--- src/rtl/atten_pkg.sv ---
package atten_pkg;
  localparam int WORD_W      = 6;
  localparam int SYNC_STAGES = 2;
  localparam int PRESET_W    = 2;

  // Startup preset decode; sel = {msb, lsb}
  function automatic logic [WORD_W-1:0] preset_word(input logic [PRESET_W-1:0] sel);
    logic [WORD_W-1:0] w;
    case (sel)
      2'b00:   w = '0;
      2'b01:   w = WORD_W'(1) << (WORD_W-2);
      2'b10:   w = WORD_W'(1) << (WORD_W-1);
      default: w = {{(WORD_W-1){1'b1}}, 1'b0};
    endcase
    return w;
  endfunction
endpackage

--- src/rtl/atten_sync.sv ---
module atten_sync #(
  parameter int WIDTH  = 1,
  parameter int STAGES = 2
) (
  input  logic             clk,
  input  logic             rst,
  input  logic [WIDTH-1:0] d_i,
  output logic [WIDTH-1:0] q_o
);
  logic [WIDTH-1:0] stg [STAGES];

  always_ff @(posedge clk) begin
    if (rst) begin
      for (int i = 0; i < STAGES; i++) stg[i] <= '0;
    end else begin
      stg[0] <= d_i;
      for (int i = 1; i < STAGES; i++) stg[i] <= stg[i-1];
    end
  end

  assign q_o = stg[STAGES-1];
endmodule

--- src/rtl/atten_shifter.sv ---
module atten_shifter #(
  parameter int WORD_W = 6
) (
  input  logic              clk,
  input  logic              rst,
  input  logic              sclk_s,
  input  logic              sdata_s,
  output logic [WORD_W-1:0] word_o
);
  logic sclk_d;
  logic rise;

  assign rise = sclk_s & ~sclk_d;

  always_ff @(posedge clk) begin
    if (rst) begin
      sclk_d <= 1'b0;
      word_o <= '0;
    end else begin
      sclk_d <= sclk_s;
      if (rise) word_o <= {word_o[WORD_W-2:0], sdata_s};
    end
  end
endmodule

--- src/rtl/atten_output.sv ---
module atten_output
  import atten_pkg::*;
#(
  parameter int W      = WORD_W,
  parameter int WAIT_N = SYNC_STAGES
) (
  input  logic                clk,
  input  logic                rst,
  input  logic                mode_s,
  input  logic                le_s,
  input  logic [W-1:0]        par_s,
  input  logic [PRESET_W-1:0] pre_s,
  input  logic [W-1:0]        shreg,
  output logic                init_done,
  output logic [W-1:0]        atten_o
);
  localparam int CNT_W = $clog2(WAIT_N + 1);

  logic [CNT_W-1:0] cnt;
  logic [W-1:0]     src;

  assign src = mode_s ? shreg : par_s;

  always_ff @(posedge clk) begin
    if (rst) begin
      cnt       <= '0;
      init_done <= 1'b0;
      atten_o   <= '0;
    end else if (!init_done) begin
      if (cnt == CNT_W'(WAIT_N)) begin
        init_done <= 1'b1;
        if (!mode_s && !le_s) atten_o <= preset_word(pre_s);
        else                  atten_o <= par_s;
      end else begin
        cnt <= cnt + 1'b1;
      end
    end else if (le_s) begin
      atten_o <= src;
    end
  end
endmodule

--- src/rtl/step_atten_ctrl.sv ---
module step_atten_ctrl
  import atten_pkg::*;
(
  input  logic                clk,
  input  logic                rst,
  input  logic                ser_mode_i,
  input  logic                strobe_i,
  input  logic                sdata_i,
  input  logic                sclk_i,
  input  logic [WORD_W-1:0]   par_word_i,
  input  logic [PRESET_W-1:0] preset_i,
  output logic [WORD_W-1:0]   atten_o
);
  localparam int PIN_W = WORD_W + PRESET_W + 4;

  logic [PIN_W-1:0]    pins_s;
  logic                mode_s, le_s, sdata_s, sclk_s;
  logic [WORD_W-1:0]   par_s, shreg;
  logic [PRESET_W-1:0] pre_s;
  logic                init_done;

  atten_sync #(.WIDTH(PIN_W), .STAGES(SYNC_STAGES)) u_sync (
    .clk (clk),
    .rst (rst),
    .d_i ({ser_mode_i, strobe_i, sdata_i, sclk_i, par_word_i, preset_i}),
    .q_o (pins_s)
  );

  assign {mode_s, le_s, sdata_s, sclk_s, par_s, pre_s} = pins_s;

  atten_shifter #(.WORD_W(WORD_W)) u_shift (
    .clk     (clk),
    .rst     (rst),
    .sclk_s  (sclk_s),
    .sdata_s (sdata_s),
    .word_o  (shreg)
  );

  atten_output #(.W(WORD_W), .WAIT_N(SYNC_STAGES)) u_out (
    .clk       (clk),
    .rst       (rst),
    .mode_s    (mode_s),
    .le_s      (le_s),
    .par_s     (par_s),
    .pre_s     (pre_s),
    .shreg     (shreg),
    .init_done (init_done),
    .atten_o   (atten_o)
  );
endmodule

--- config.mk ---
export PLATFORM = sky130hd
export DESIGN_NAME = step_atten_ctrl
export DESIGN_NICKNAME = d
export VERILOG_FILES = /design/src/rtl/atten_pkg.sv /design/src/rtl/atten_sync.sv /design/src/rtl/atten_shifter.sv /design/src/rtl/atten_output.sv /design/src/rtl/step_atten_ctrl.sv
export SDC_FILE = /design/constraint.sdc
export NUM_CORES = 1
export LEC_CHECK = 0
export BUFFER_PORTS_ARGS = -buffer_cell sky130_fd_sc_hd__buf_2
export CELL_PAD_IN_SITES_DETAIL_PLACEMENT = 1
export CELL_PAD_IN_SITES_GLOBAL_PLACEMENT = 1
export CORE_MARGIN = 1.5
export CORE_UTILIZATION = 38
export CTS_CLUSTER_SIZE = 24
export DETAILED_ROUTE_END_ITERATION = 10
export PLACE_DENSITY = 0.68
export SKIP_LAST_GASP = 1
export SYNTH_ARGS = -nofsm -noshare
export SYNTH_HDL_FRONTEND = slang
export SYNTH_SLANG_ARGS = --single-unit
--- constraint.sdc ---
create_clock -name clk -period 1.3 [get_ports clk]
set_clock_uncertainty 0.15 [all_clocks]
set_input_delay 0.26 -clock clk [delete_from_list [all_inputs] [get_ports clk]]
set_output_delay 0.26 -clock clk [all_outputs]
set_load 0.01 [all_outputs]
---- Word level (Yosys, flattened, before mapping) ----
Memories as Yosys holds them, arrays and structs flattened.
Cells that the tools add are included.
storage, ports and cells
  bits of input ports ..................... 14
  flip-flop bits (word level) ............. 16
  RAM bits ................................ 24
  memories kept ........................... 1
operators by class
  add/sub/neg operators ................... 1
  mux-type cells .......................... 13
  reductions and logical operators ........ 7
  bitwise gates (word level) .............. 6
  equal/unequal tests ..................... 4
memories
  memory      depth  bits a word  read ports  clocked after memory_dff  wr ports  line              text
  u_sync.stg  2      12           2           0                         2         atten_sync.sv:10  logic [WIDTH-1:0] stg [STAGES];
operators with widths
  cell                                                                    number
  6-bit two-way mux                                                       5
  12-bit two-way mux                                                      2
  6-bit one-hot mux with 3 select lines                                   1
  1-bit two-way mux                                                       5
  2-bit equality test (second input constant)                             2
  2-bit AND reduction                                                     2
  1-bit NOT                                                               3
  2-bit by 1-bit adder with 2-bit output (second input constant)          1
  2-bit by 1-bit equality test with 1-bit output (second input constant)  1
  1-bit logical NOT                                                       2
  2-bit logical NOT                                                       1
  2-bit != test (second input constant)                                   1
  1-bit OR                                                                2
  2-bit nonzero test                                                      1
  1-bit bitwise AND                                                       1
  1-bit logical AND                                                       1

---- Depth between registers and ports, before layout ----
  depth after elaboration ................. 5
  mapped depth ............................ 5
  gate-level depth less buffers ........... 5

---- By module ----
From an unflattened synthesis, not the netlist that was laid out.
second synthesis, totals
  cell total of the unflattened synthesis .. 145
  area total of the unflattened synthesis .. 1587.8 µm²
by module, submodules not included
  module         seq. area each (µm²)  cells each  instances  area each (µm²)
  atten_sync     480.5                 62          1          783.3
  atten_output   180.2                 60          1          538.0
  atten_shifter  140.1                 23          1          266.5

---- Worst setup path after synthesis ----
No wires, ideal clock.
  path kind ............................... register to register
  start ................................... memory u_sync.stg[0][23] (netlist bit)
  end ..................................... register u_out.atten_o[4]
  data arrival time ....................... 1.062 ns
  library setup time ...................... 0.133 ns
  setup slack ............................. -0.045 ns
  required time ........................... 1.017 ns
  period minus slack after synthesis ...... 1.345 ns
  cell stages (with the launch flop) ...... 5
  path through ............................ dfxtp_1 -> buf_4 -> mux2_2 -> o21ai_1 -> a211oi_2
RTL lines
  what                  line                text
  start, declared       atten_sync.sv:10
  end signal, assigned  atten_output.sv:32  if (!mode_s && !le_s) atten_o <= preset_word(pre_s);
  end signal, assigned  atten_output.sv:33  else atten_o <= par_s;
  end signal, assigned  atten_output.sv:38  atten_o <= src;
  end, declared         atten_output.sv:15  output logic [W-1:0] atten_o

==> impl_metrics.json <==
{
  "fillCellCount": 426,
  "core-area_mm2": 0.003633,
  "reg2reg_from": "u_sync.stg[0][22]",
  "finalHoldViolCount": 0,
  "dr.pass1.iters": 4,
  "fp.dieH_um": 64.32,
  "place_worst_setup_slack_ps": -129.1,
  "routedWlPerCell_um": 15.11,
  "grt_pass1_wl_um": 5582,
  "min_from": "par_word_i[3]",
  "yosysWarningCount": 0,
  "cts-root-buf": "clkbuf_8",
  "viasPerCell": 4.865,
  "async_flop_share_pct": 0,
  "grt_util_all_layers_pct": 18.38,
  "syn_avg_cell_area_um2": 9.992,
  "cap_viol_max_count": 0,
  "timing.final.setup_violations": 5,
  "io_buffers": 19,
  "crit_start": "u_sync.stg[0][22]",
  "required_ps": 1370,
  "grt_setup_unrepaired": "yes",
  "synthTopCellsByArea": "dfxtp_1, nor2b_1, mux2_2",
  "drv_slew": 0,
  "area_growth_syn_to_layout_pct": 28.72,
  "final_cells": 223,
  "synthFlopType": "dfxtp_1",
  "grt_max_degree": 24,
  "ios": 20,
  "start_kind": "flop",
  "fin_ws_ps": -53.89,
  "nNetsFinal": 189,
  "place.gp.congestion": 0.8513,
  "power_density_mw_per_mm2": 1722,
  "dp_cells": 211,
  "synth_enable_flop_cells": 0,
  "cts.sinks": 40,
  "postCtsHoldBufs": 0,
  "mostFrequentLayoutCell": "dfxtp_1",
  "grt_pass1_vias": 1110,
  "ys_seq_area_share_pct": 56.04,
  "period_needed_ps": 1354,
  "vias": 1085,
  "critPathKind": "flop to flop",
  "die_x_um": 64.32,
  "clkTransAtPathRegs_ps": 80,
  "cts_max_path_buffers": 2,
  "violations": "setup timing",
  "rows": 22,
  "ant_nets": 0,
  "worstPathArrival_ps": 1420,
  "hold_path_class": "primary input to flop",
  "numCtsBuffers": 5,
  "postSynthCellCount": 143,
  "synth_cell_types": 23,
  "netlist.area_leader.share_pct": 56.04,
  "tightest_slew_ps": 395.9,
  "initial_core_util_pct": 39.33,
  "final_cell_mix": "dfxtp_1, nor2b_1, buf_2",
  "drt_wl_total_um": 3369,
  "irDropWorstVdd_v": 0.0008988,
  "status": "finished, violations left",
  "antenna_found_initial": 0,
  "min_period_over_period_pct": 104.1,
  "drc": 0,
  "hpwl_um": 2060,
  "h-tree-depth": 2,
  "num_antenna_cells": 0,
  "initialDrtViolationCount": 45,
  "relSlewSlack_pct": 73.55,
  "ys_ff_latch": 40,
  "crit_fanout": 6,
  "leakage_nw": 0.7498,
  "worst_setup_path_end_kind": "flop",
  "gr-total-overflow": 0,
  "cts_tree": "done",
  "clk_latency_ps": 290,
  "layout-drive-gt1-share_pct": 37.14,
  "die_area_mm2": 0.004137,
  "synthesis.nets": 158,
  "synth_area_mm2": 0.001429,
  "synth_top_cell_by_area": "dfxtp_1",
  "clock.fmax_mhz": 738.6
}
## registers in the layout, indices dropped and copies added, names as in the netlist
signal and cells:
u_out.atten_o 6, u_shift.sclk_d 1, u_out.init_done 1, u_shift.word_o 6, u_sync.stg 24, u_out.cnt 2
## cell families (layout without fill, tap and decap cells)
family | after synthesis | after routing | share of synthesized area, %
muxes | 6 | 6 | 4.728
AOI/OAI and AO/OA | 32 | 32 | 14.01
DFF | 40 | 40 | 56.04
and+or+nand+nor | 53 | 53 | 20.23
buffers and inverters | 10 | 42 | 3.502
adders and majority gates | 1 | 1 | 0.8755
xor gates and xnor gates | 1 | 1 | 0.6131
## where the power goes
group / total [mW] / switching [mW] / internal [mW]
registers: 1.46 / 0.0980 / 1.36
clock network: 1.00 / 0.433 / 0.568
logic: 0.709 / 0.354 / 0.355
## synth_stat cells (all sizes together), types with 2 or more instances
| master | instances |
|---|---|
| a211oi | 5 |
| a21o | 5 |
| a21oi | 8 |
| buf | 3 |
| clkbuf | 4 |
| dfxtp | 40 |
| inv | 3 |
| mux2 | 6 |
| nand2 | 13 |
| nand2b | 3 |
| nor2 | 8 |
| nor2b | 26 |
| o21ai | 12 |
| or3b | 2 |
## critical path: stages, from the launching register on
cell and delay, ps:
dfxtp_4 370, or3b_4 390, a21o_1 200, a211oi_2 170
## what timing repair did
action / 4_1_cts / 5_1_grt
endpoints found under the setup margin: 8 / 8
setup buffers: 4 / 0
pin swaps: 13 / 5
resized for setup: 26 / 9
## through the flow
| stage | util (%) | hold slack, ps | TNS (ps) | power (mW) | area (um^2) |
|---|---|---|---|---|---|
| after floorplan | - | 238.2 | -80.51 | 1.802 | 1434 |
| after CTS | 49.93 | 22.66 | -88.39 | 3.143 | 1814 |
| after global placement | 44.21 | 272.2 | -278.2 | 1.995 | 1607 |
| after detailed placement | 44.21 | 274.7 | -621.8 | 2.031 | 1607 |
| final | 50.62 | 29.86 | -83.68 | 3.168 | 1839 |
| after global routing | 50.62 | 18.63 | -355.2 | 3.329 | 1839 |
## path summary, 6_finish.rpt
kind                                     endpoint  slack, ps  cells after the start
worst max-delay path             u_out.atten_o[5]        -50                      3
worst min-delay path             u_sync.stg[0][5]         30                      2
worst max register to register   u_out.atten_o[5]        -50                      3
worst min register to register  u_shift.word_o[0]        280                      2
## layer usage
metal  global-route usage, %  up-vias  routed length (um)
li1                        -      535                   -
met1                   21.12      518                1453
met2                   32.42       30                1764
met3                   5.282        2                 127
met4                   6.383        0                  23
met5                       0        -                   0
## area by class of cell
type	count	area [um^2]	area share (%)
sequential	40	810.8	44.08
tap	48	60.06	3.265
timing repair buffer	31	192.7	10.48
multi-input combinational	93	653.1	35.51
clock buffer	5	68.82	3.742
inverter	3	11.26	0.6122
clock inverter	3	42.54	2.313
Power figures use the tool's default switching activity.
